==> src/rtl/olatch_pkg.sv <==
package olatch_pkg;
  // Synchronized control inputs
  typedef struct packed {
    logic sel_n;
    logic clr_n;
    logic oe;
    logic din;
  } ctrl_t;

  localparam int CTRL_W = $bits(ctrl_t);

  // Values of open input lines: select low, clear low, enable low, data high
  localparam ctrl_t CTRL_IDLE = '{sel_n: 1'b0, clr_n: 1'b0, oe: 1'b0, din: 1'b1};
endpackage

==> src/rtl/olatch_sync.sv <==
module olatch_sync #(
  parameter int W = 1,
  parameter int STAGES = 2,
  parameter logic [W-1:0] RST_VAL = '0
) (
  input  logic         clk,
  input  logic         rst,
  input  logic [W-1:0] d,
  output logic [W-1:0] q
);
  logic [W-1:0] stg [STAGES];

  always_ff @(posedge clk) begin
    if (rst) stg[0] <= RST_VAL;
    else     stg[0] <= d;
  end

  for (genvar s = 1; s < STAGES; s++) begin : g_stage
    always_ff @(posedge clk) begin
      if (rst) stg[s] <= RST_VAL;
      else     stg[s] <= stg[s-1];
    end
  end

  assign q = stg[STAGES-1];
endmodule

==> src/rtl/olatch_dec.sv <==
module olatch_dec #(
  parameter int NUM_CH = 8,
  parameter int ADDR_W = $clog2(NUM_CH)
) (
  input  logic [ADDR_W-1:0] addr,
  input  logic              en,
  output logic [NUM_CH-1:0] sel
);
  for (genvar i = 0; i < NUM_CH; i++) begin : g_dec
    localparam logic [ADDR_W-1:0] CODE = ADDR_W'(i);
    assign sel[i] = en && (addr == CODE);
  end
endmodule

==> src/rtl/olatch_bank.sv <==
module olatch_bank #(
  parameter int NUM_CH = 8
) (
  input  logic              clk,
  input  logic              rst,
  input  logic              clr_n,
  input  logic              din,
  input  logic [NUM_CH-1:0] sel,
  output logic [NUM_CH-1:0] bits_q,
  output logic              clr_hist
);
  logic wr_ok;

  // Clear seen inactive for two cycles in a row before a write may land
  always_ff @(posedge clk) begin
    if (rst) clr_hist <= 1'b0;
    else     clr_hist <= clr_n;
  end

  assign wr_ok = clr_n && clr_hist;

  for (genvar i = 0; i < NUM_CH; i++) begin : g_bit
    always_ff @(posedge clk) begin
      if (rst || !clr_n)        bits_q[i] <= 1'b0;
      else if (wr_ok && sel[i]) bits_q[i] <= din;
    end
  end
endmodule

==> src/rtl/olatch_drv.sv <==
module olatch_drv #(
  parameter int NUM_CH = 8
) (
  input  logic              clk,
  input  logic              rst,
  input  logic              oe,
  input  logic [NUM_CH-1:0] bits,
  output logic [NUM_CH-1:0] on_q,
  output logic [NUM_CH-1:0] off_n_q
);
  logic [NUM_CH-1:0] gated;
  assign gated = oe ? bits : '0;

  always_ff @(posedge clk) begin
    if (rst) begin
      on_q    <= '0;
      off_n_q <= '1;
    end else begin
      on_q    <= gated;
      off_n_q <= ~gated;
    end
  end
endmodule

==> src/rtl/chan_out_latch.sv <==
module chan_out_latch
  import olatch_pkg::*;
#(
  parameter int NUM_CH = 8,
  parameter int ADDR_W = $clog2(NUM_CH),
  parameter int SYNC_STAGES = 2
) (
  input  logic              clk,
  input  logic              rst,
  input  logic              sel_n,
  input  logic              clr_n,
  input  logic              out_en,
  input  logic              wr_data,
  input  logic [ADDR_W-1:0] wr_addr,
  output logic [NUM_CH-1:0] chan_on,
  output logic [NUM_CH-1:0] chan_off_n
);
  ctrl_t             ctl_raw, ctl_s;
  logic [ADDR_W-1:0] addr_s;
  logic [NUM_CH-1:0] sel_vec;
  logic [NUM_CH-1:0] bits_q;
  logic              clr_hist;
  logic              sel_n_s, clr_n_s, oe_s, din_s;

  assign ctl_raw = '{sel_n: sel_n, clr_n: clr_n, oe: out_en, din: wr_data};

  olatch_sync #(.W(CTRL_W), .STAGES(SYNC_STAGES), .RST_VAL(CTRL_IDLE)) u_sync_ctl (
    .clk(clk), .rst(rst), .d(ctl_raw), .q(ctl_s)
  );

  olatch_sync #(.W(ADDR_W), .STAGES(SYNC_STAGES), .RST_VAL({ADDR_W{1'b1}})) u_sync_addr (
    .clk(clk), .rst(rst), .d(wr_addr), .q(addr_s)
  );

  assign sel_n_s = ctl_s.sel_n;
  assign clr_n_s = ctl_s.clr_n;
  assign oe_s    = ctl_s.oe;
  assign din_s   = ctl_s.din;

  olatch_dec #(.NUM_CH(NUM_CH), .ADDR_W(ADDR_W)) u_dec (
    .addr(addr_s), .en(!sel_n_s), .sel(sel_vec)
  );

  olatch_bank #(.NUM_CH(NUM_CH)) u_bank (
    .clk(clk), .rst(rst), .clr_n(clr_n_s), .din(din_s), .sel(sel_vec),
    .bits_q(bits_q), .clr_hist(clr_hist)
  );

  olatch_drv #(.NUM_CH(NUM_CH)) u_drv (
    .clk(clk), .rst(rst), .oe(oe_s), .bits(bits_q),
    .on_q(chan_on), .off_n_q(chan_off_n)
  );
endmodule

==> config.mk <==
export PLATFORM = sky130hd
export DESIGN_NAME = chan_out_latch
export DESIGN_NICKNAME = d
export VERILOG_FILES = /design/src/rtl/olatch_pkg.sv /design/src/rtl/olatch_sync.sv /design/src/rtl/olatch_dec.sv /design/src/rtl/olatch_bank.sv /design/src/rtl/olatch_drv.sv /design/src/rtl/chan_out_latch.sv
export SDC_FILE = /design/constraint.sdc
export NUM_CORES = 1
export LEC_CHECK = 0
export ABC_AREA = 0
export BUFFER_PORTS_ARGS = -buffer_cell sky130_fd_sc_hd__buf_4
export CORE_MARGIN = 3
export CORE_UTILIZATION = 43
export DETAILED_ROUTE_END_ITERATION = 8
export MAX_ROUTING_LAYER = met4
export PLACE_DENSITY = 0.76
export SYNTH_ARGS = -nofsm -noshare
export SYNTH_HDL_FRONTEND = slang
export SYNTH_SLANG_ARGS = --single-unit
==> constraint.sdc <==
create_clock -name clk -period 1.03 [get_ports clk]
set_input_delay 0.103 -clock clk [delete_from_list [all_inputs] [get_ports clk]]
set_output_delay 0.103 -clock clk [all_outputs]
set_load 0.01 [all_outputs]
==> results of run 1 <==
[area by class of cell]
cell class | count | area [um^2]
multi-input cells | 53 | 348
clock buffers | 6 | 41.3
fillers | 223 | 1050
repair buffers | 32 | 258
flip-flops and latches | 39 | 783
inverters | 8 | 30.0
well taps | 30 | 37.5
[kinds of logic (layout without fill, tap and decap cells)]
family	Yosys count	count (layout)
AND/OR/NAND/NOR	45	45
flip-flops	39	39
buffers and inverters	10	46
multiplexers	8	8
[critical path, delay by kind of cell, from the launching register on]
family / cells / cell delay [ns]
AND/OR/NAND/NOR: 2 / 0.44
flip-flops: 1 / 0.33
multiplexers: 1 / 0.14
[per-stage QoR]
stage,instances,utilization
after detailed placement,155,0.544
final,168,0.588
after global routing,168,0.588
after floorplan,102,-
after CTS,168,0.588
after global placement,155,0.544
[per-layer routing]
metal	GRT usage	vias to the layer above
met5	-	-
met4	0.0596	0
met3	0.0668	5
met2	0.219	24
met1	0.100	337
li1	-	392
[Yosys cell counts (all sizes together) (2+ instances only)]
cell type  number
inv             8
and2            8
nand2          13
mux2i           8
nand3b          2
nand3           2
dfxtp          39
or2             8
nor2b           9
[state kept, by name, summed over array words and instances (netlist names)]
signal / cells
u_drv.on_q: 8
u_bank.bits_q: 8
u_drv.off_n_q: 8
u_sync_ctl.stg: 8
u_sync_addr.stg: 6
u_bank.clr_hist: 1
[path summary, 6_finish.rpt]
path	startpoint	end	slack (ns)
worst max-delay path	u_sync_addr.stg[1][0]$_SDFF_PP1_	u_bank.bits_q[4]$_SDFFE_PP0P_	0.02
worst min register to register	u_sync_addr.stg[0][1]$_SDFF_PP1_	u_sync_addr.stg[1][1]$_SDFF_PP1_	0.42
worst min-delay path	rst	u_sync_ctl.stg[0][3]$_SDFF_PP0_	0.04
worst max register to register	u_sync_addr.stg[1][0]$_SDFF_PP1_	u_bank.bits_q[4]$_SDFFE_PP0P_	0.02
[power breakdown]
part / internal (uW) / switching (uW)
sequential: 1530 / 11.3
combinational: 57.9 / 28.2
clock: 243 / 413
total: 1830 / 452
[repair_timing]
action	4_1_cts	5_1_grt
hold endpoints to repair	7	0
buffers inserted	0	0
hold buffers	7	0
gates resized for setup	0	2
setup endpoints to repair	0	4
==> impl_metrics.tcl, run 1 <==
set metrics [dict create \
    finalSetupViolCount 0 \
    crit_required_ns 1.25 \
    num_antenna_cells 0 \
    drt_iter0_markers 3 \
    numCtsBuffers 5 \
    yosysWarnings 0 \
    synthFlopType "dfxtp_1" \
    crit_path_end_kind "flip-flop" \
    cts_tree "done" \
    gp_congestion 0.856 \
    finalSetupTns_ns 0 \
    grt_usage 0.122 \
    cap_violations 0 \
    status "finished clean" \
    synth_mux_area_frac 0.0682 \
    portBuffers 24 \
    grt_pass1_wl_um 2890 \
    synth_largest_area_cell "dfxtp_1" \
    grt.overflow.total 0 \
    routed_wl_um 1700 \
    fp.dieW_um 58.2 \
    wl_met3_um 122 \
    netlist.area_leader.share 0.665 \
    synth_nets 111 \
    slowest_delay_ns 0.33 \
    worst_clock_skew_ns 0.00601 \
    nNetsFinal 148 \
    synthSimpleGateAreaFrac 0.228 \
    yosys.area_share.adder 0 \
    mostFrequentLayoutCells "37 x dfxtp_1, 25 x buf_4, 12 x nand2_1" \
    period_needed_ns 1.01 \
    dp_worst_setup_slack_ns 0.0399 \
    power_leakage_uw 0.000651 \
    synth_top_family_by_area "simple AND/OR/NAND/NOR gates" \
    crit_type "reg2reg" \
    first_pass_iters 5 \
    clock-root-buffer "clkbuf_4" \
    synthCells 102 \
    crit_chain "and4bb_2, nand3b_1, mux2i_1" \
    fp.dieH_um 58.2 \
    drc 0 \
    hold_path.class "in2reg" \
    synthArstFlopShare 0 \
    critPathSlowestCell "dfxtp_2" \
    routed_via_density 4.51 \
    synth_edf_count 0 \
    fmax_ghz 0.990 \
    total_power_uw 2290 \
    wirelength_met1_um 633 \
    rsz0062_at_grt "true" \
    worstSetupStartpointType "flip-flop" \
    finalMaxSlewViolations 0 \
    ys_seq_area_frac 0.665 \
    ys_seq_elements 39 \
    htree_levels 2 \
    numClockSinks 39 \
    rows 18 \
    setup_ws_ns 0.0199 \
    synth_xor_area_frac 0 \
    ant_nets 0 \
    whs_path_depth 2 \
    dp.final_hpwl_um 1130 \
    die_area_um2 3390 \
    start_util 0.461 \
    layout_commonest_cell "dfxtp_1" \
    post_dp_cell_area_um2 1380 \
    grt_antenna_before_repair 0 \
    synth_compound_area_frac 0 \
    top_layer_used "met4" \
    path_max_fanout 4 \
    drive_gt1_frac 0.319 \
    power_density_nw_per_um2 1530 \
    grt_pass1_vias 730 \
    insertion_delay_ns 0.33 \
    ys_top_cells_by_area "dfxtp_1 67%, mux2i_1 6.8%, and2_1 4.3%" \
    clkTransAtPathRegs_ns 0.09 \
    netlist_area_um2 1170 \
    core-area_um2 2540 \
    io_pins 25 \
    cp_data_arrival_time_ns 1.23 \
    fin_crit_sh 0.981 \
    clk_path_buf_depth 2 \
    worst_pin_slew_ns 0.253 \
    vias 758 \
    irDropWorstVdd_mv 1.18 \
    wl_met2_um 908 \
    wl_per_cell_um 10.1 \
    synth.distinct_cells 16 \
    syn_avg_cell_area_um2 11.5 \
    hold_viol 0 \
    reg2regPathDepth 3 \
    post-route-cell-area_um2 1500 \
    area_growth_pct 27.6 \
    hold_slack_ns 0.0423 \
    grt_max_degree 17 \
    slew_headroom 0.830 \
]
Power figures use the tool's default switching activity.
==> inputs of run 2 (changes only) <==
--- a/config.mk
+++ b/config.mk
@@ -7,6 +7,7 @@
 export LEC_CHECK = 0
 export ABC_AREA = 0
 export BUFFER_PORTS_ARGS = -buffer_cell sky130_fd_sc_hd__buf_4
+export CORE_ASPECT_RATIO = 1.2
 export CORE_MARGIN = 3
 export CORE_UTILIZATION = 43
 export DETAILED_ROUTE_END_ITERATION = 8
==> run 2 against run 1 <==
Via count shrank 0.40%. Global-route usage hardly changed. Critical path depth stayed put. First-iteration DRC count grew to 3.3 times the previous value. Register-to-register slack hardly changed. Power down 0.37%. Sequential cell count unchanged. Combinational power rose by 5.3%. Critical endpoint unchanged.
==> impl_metrics.tcl, run 2 (synthesis gave the netlist of run 1 again) <==
set metrics [dict create \
    num_antenna_cells 0 \
    drt_iter0_markers 10 \
    routed_via_density 4.39 \
    rsz0062_at_grt "false" \
    fin_crit_sh 0.982 \
    core-area_um2 2580 \
    grt_pass1_wl_um 2820 \
    cts_tree "done" \
    wl_per_cell_um 10.0 \
    clock-root-buffer "clkbuf_4" \
    fp.dieW_um 53.7 \
    worstSetupStartpointType "flip-flop" \
    area_growth_pct 29.0 \
    grt_pass1_vias 736 \
    routed_wl_um 1720 \
    finalSetupTns_ns 0 \
    finalMaxSlewViolations 0 \
    power_density_nw_per_um2 1500 \
    htree_levels 2 \
    power_leakage_uw 0.000658 \
    start_util 0.455 \
    portBuffers 24 \
    post-route-cell-area_um2 1510 \
    insertion_delay_ns 0.33 \
    crit_required_ns 1.25 \
    crit_path_end_kind "flip-flop" \
    mostFrequentLayoutCells "37 x dfxtp_1, 25 x buf_4, 12 x nand2_1" \
    numClockSinks 39 \
    path_buf_inv 0 \
    period_needed_ns 1.01 \
    dp.final_hpwl_um 1100 \
    cp_top_family "simple AND/OR/NAND/NOR gates" \
    worst_pin_slew_ns 0.253 \
    grt_max_degree 17 \
    grt.overflow.total 0 \
    finalSetupViolCount 0 \
    setup_ws_ns 0.0190 \
    cp_data_arrival_time_ns 1.23 \
    clkTransAtPathRegs_ns 0.10 \
    ant_nets 0 \
    numCtsBuffers 5 \
    status "finished clean" \
    worst_clock_skew_ns 0.00655 \
    post_dp_cell_area_um2 1390 \
    post_cts_buffers 0 \
    layout_commonest_cell "dfxtp_1" \
    crit_type "reg2reg" \
    slew_headroom 0.830 \
    drc 0 \
    first_pass_iters 4 \
    nNetsFinal 149 \
    drive_gt1_frac 0.331 \
    gp_congestion 0.694 \
    clk_path_buf_depth 2 \
    path_max_fanout 4 \
    total_power_uw 2280 \
    grt_antenna_before_repair 0 \
    slowest_delay_ns 0.33 \
    dp_worst_setup_slack_ns 0.0352 \
    fp.dieH_um 63.2 \
    vias 755 \
    hold_path.class "in2reg" \
    cap_violations 0 \
    hold_viol 0 \
    critPathSlowestCell "dfxtp_2" \
    die_area_um2 3390 \
    io_pins 25 \
    fmax_ghz 0.989 \
    irDropWorstVdd_mv 1.01 \
    crit_chain "and4bb_2, nand3b_1, mux2i_1" \
    rows 20 \
    grt_usage 0.123 \
]
## run 2: timing repair
action / CTS / global route
endpoints found under the hold margin: 7 / 0
endpoints found under the setup margin: 0 / 8
hold buffers: 7 / 0
resized for setup: 0 / 5
## run 2: final cells by class
type	count	area [um^2]
multi-input cells	53	355
clock buffers	6	41.3
fillers	215	1060
inverters	8	30.0
well taps	33	41.3
flip-flops and latches	39	783
repair buffers	33	263
## run 2: path summary, 6_finish.rpt
path	cells past startpoint	start	end	slack, ns
setup / recovery	3	u_sync_addr.stg[1][0]$_SDFF_PP1_	u_bank.bits_q[4]$_SDFFE_PP0P_	0.02
hold / removal	2	rst	u_sync_ctl.stg[1][1]$_SDFF_PP0_	0.05
setup reg to reg	3	u_sync_addr.stg[1][0]$_SDFF_PP1_	u_bank.bits_q[4]$_SDFFE_PP0P_	0.02
hold reg to reg	1	u_sync_ctl.stg[0][0]$_SDFF_PP1_	u_sync_ctl.stg[1][0]$_SDFF_PP1_	0.42
## run 2: layer usage
metal  vias to the layer above  track usage  share of wire
met2                        26        0.200           0.54
met3                         4       0.0780          0.078
met4                         0       0.0575          0.013
met1                       336        0.105           0.37
met5                         -            -              0
li1                        389            -              -
## run 2: report_power, final
part	internal, uW	switching [uW]	leakage, uW
combinational	59.9	30.8	0.000316
sequential	1530	10.9	0.000318
clock	243	400	0.0000242
## run 2: worst register-to-register path: stages, from the launching register on
cell and delay, ns:
dfxtp_2 0.33, and4bb_2 0.33, nand3b_1 0.11, mux2i_1 0.14
## run 2: metrics by stage
stage,utilization,cells,hold slack [ns]
after floorplan,-,102,0.175
after global placement,0.538,158,0.288
after detailed placement,0.538,158,0.293
after CTS,0.582,171,0.0242
after global routing,0.587,172,0.0446
final,0.587,172,0.0495
==> inputs of run 3 (changes only) <==
--- a/config.mk
+++ b/config.mk
@@ -8,11 +8,11 @@
 export ABC_AREA = 0
 export BUFFER_PORTS_ARGS = -buffer_cell sky130_fd_sc_hd__buf_4
 export CORE_ASPECT_RATIO = 1.2
-export CORE_MARGIN = 3
+export CORE_MARGIN = 2
 export CORE_UTILIZATION = 43
 export DETAILED_ROUTE_END_ITERATION = 8
 export MAX_ROUTING_LAYER = met4
-export PLACE_DENSITY = 0.76
+export PLACE_DENSITY = 0.79
 export SYNTH_ARGS = -nofsm -noshare
 export SYNTH_HDL_FRONTEND = slang
 export SYNTH_SLANG_ARGS = --single-unit
==> constraint.sdc (replaced) <==
create_clock -name clk -period 0.9 [get_ports clk]
set_input_delay 0.09 -clock clk [delete_from_list [all_inputs] [get_ports clk]]
set_output_delay 0.09 -clock clk [all_outputs]
set_load 0.01 [all_outputs]
==> run 3 against run 2 <==
The flow now finishes with violations (setup timing). Register-to-register slack got worse by 0.12 ns. Hold slack improved by 0.042 ns. Setup slack lost 0.12 ns. Global-route usage grew 2.1 points. Design area rose by 8.3%. Via count is 4.8% higher. Clock skew fell by 0.00068 ns. Sequential share of layout area is 3.7 points lower. Sequential cell count unchanged. First-iteration DRC count shrank 70%.
==> impl_metrics.tcl, run 3 (synthesis gave the netlist of run 1 again) <==
set metrics [dict create \
    multi_input_area_um2 385 \
    first_pass_iters 4 \
    finalSetupViolCount 8 \
    grt_pass1_wl_um 2960 \
    worst_pin_slew_ns 0.223 \
    portBuffers 24 \
    p_sw_frac 0.195 \
    internal_power_uw 2300 \
    post_dp_cell_area_um2 1410 \
    fp.dieH_um 61.2 \
    worst_clock_skew_ns 0.00587 \
    cp_data_arrival_time_ns 1.24 \
    grt_antenna_before_repair 0 \
    power_density_nw_per_um2 1740 \
    grt_max_degree 12 \
    wl_per_cell_um 9.82 \
    finalMaxSlewViolations 0 \
    fin_crit_sh 1.11 \
    hold_path.class "in2reg" \
    layout_commonest_cell "dfxtp_1" \
    die_area_um2 3160 \
    p_sw_uw 558 \
    path_max_fanout 4 \
    cap_violations 0 \
    area_growth_pct 39.8 \
    num_antenna_cells 0 \
    seqPwrFrac 0.619 \
    power_leakage_uw 0.000715 \
    mostFrequentLayoutCells "33 x dfxtp_1, 21 x buf_4, 10 x nand2_1, 9 x dlygate4sd3_1" \
    critPathSlowestCell "and4b_2" \
    clk_path_buf_depth 2 \
    status "finished with violations" \
    slowest_delay_ns 0.33 \
    drive_gt1_frac 0.497 \
    vias 791 \
    numClockSinks 39 \
    dp_worst_setup_slack_ns -0.0613 \
    start_util 0.455 \
    fmax_ghz 0.998 \
    crit_chain "and4b_2, nand3_1, mux2i_1" \
    gp_congestion 0.740 \
    routed_wl_um 1750 \
    reg2reg_setup_slack_ns -0.10 \
    fillers 215 \
    insertion_delay_ns 0.34 \
    ant_nets 0 \
    routed_via_density 4.44 \
    power.share.clock 0.339 \
    violations "setup timing" \
    grt_pass1_vias 804 \
    irDropWorstVdd_mv 1.25 \
    htree_levels 2 \
    crit_path_end_kind "flip-flop" \
    numCtsBuffers 5 \
    hold_viol 0 \
    combPwrFrac 0.042 \
    worstSetupStartpointType "flip-flop" \
    setup_ws_ns -0.102 \
    period_needed_ns 1.00 \
    r2r_start "u_sync_ctl.stg[1][3]$_SDFF_PP0_" \
    regArea_um2 788 \
    core-area_um2 2580 \
    reg2regPathDepth 3 \
    dp.final_hpwl_um 1180 \
    rsz0062_at_grt "true" \
    drc 0 \
    cts_tree "done" \
    finalSetupTns_ns -0.522 \
    worstReg2RegEnd "u_bank.bits_q[7]$_SDFFE_PP0P_" \
    fp.dieW_um 51.7 \
    grt_usage 0.143 \
    crit_start "u_sync_ctl.stg[1][3]$_SDFF_PP0_" \
    clkTransAtPathRegs_ns 0.10 \
    crit_required_ns 1.13 \
    clock-root-buffer "clkbuf_4" \
    drt_iter0_markers 3 \
    io_pins 25 \
    crit_end "u_bank.bits_q[7]$_SDFFE_PP0P_" \
    crit_type "reg2reg" \
    rows 20 \
    slew_headroom 0.851 \
    nNetsFinal 153 \
    post-route-cell-area_um2 1640 \
    grt.overflow.total 0 \
]
## run 3: stage by stage
stage | hold WS (ns) | util | cells | total power [uW]
2_1_floorplan | 0.162 | - | 102 | 1840
3_3_place_gp | 0.274 | 0.547 | 161 | 1880
3_5_place_dp | 0.276 | 0.547 | 161 | 1890
4_1_cts | 0.0900 | 0.612 | 178 | 2890
5_1_grt | 0.0838 | 0.636 | 178 | 2980
6_report | 0.0916 | 0.636 | 178 | 2860
## run 3: worst min path at each step
stage / startpoint / endpoint / cells after the start
after CTS: rst / u_bank.clr_hist$_SDFF_PP0_ / 3
after global placement: wr_addr[0] / u_sync_addr.stg[0][0]$_SDFF_PP1_ / 2
after floorplan: rst / u_sync_ctl.stg[0][1]$_SDFF_PP0_ / 1
final: rst / u_bank.clr_hist$_SDFF_PP0_ / 3
after detailed placement: wr_addr[1] / u_sync_addr.stg[0][1]$_SDFF_PP1_ / 2
after global routing: rst / u_bank.clr_hist$_SDFF_PP0_ / 3
## run 3: critical path, delay by kind of cell (launching register included)
kind | cells | cell delay, ns
AND/OR/NAND/NOR | 2 | 0.45
multiplexers | 1 | 0.13
flip-flops | 1 | 0.32
## run 3: power groups by stage
| stage | combinational (uW) | clock [uW] | sequential, uW |
|---|---|---|---|
| 2_1_floorplan | 40.5 | 0 | 1800 |
| 6_report | 121 | 968 | 1770 |
| 3_5_place_dp | 82.3 | 0 | 1810 |
| 5_1_grt | 133 | 1070 | 1770 |
| 3_3_place_gp | 79.3 | 0 | 1800 |
| 4_1_cts | 116 | 1010 | 1770 |
## run 3: layout make-up
class | instances | area share
inverters | 8 | 0.0183
multi-input cells | 53 | 0.235
flip-flops and latches | 39 | 0.481
repair buffers | 37 | 0.199
well taps | 33 | 0.0252
clock buffers | 8 | 0.0420
## run 3: per-layer routing
| metal | track usage | routed length (um) | vias up |
|---|---|---|---|
| met5 | - | 0 | - |
| met4 | 0.113 | 65 | 0 |
| met3 | 0.0510 | 104 | 8 |
| met2 | 0.286 | 979 | 31 |
| met1 | 0.0943 | 597 | 352 |
| li1 | - | - | 400 |
## run 3: what timing repair did
action / CTS / global route
buffers inserted: 0 / 0
endpoints found under the hold margin: 10 / 0
pin swaps: 1 / 7
gates resized for setup: 3 / 31
hold buffers: 9 / 0
endpoints found under the setup margin: 16 / 21
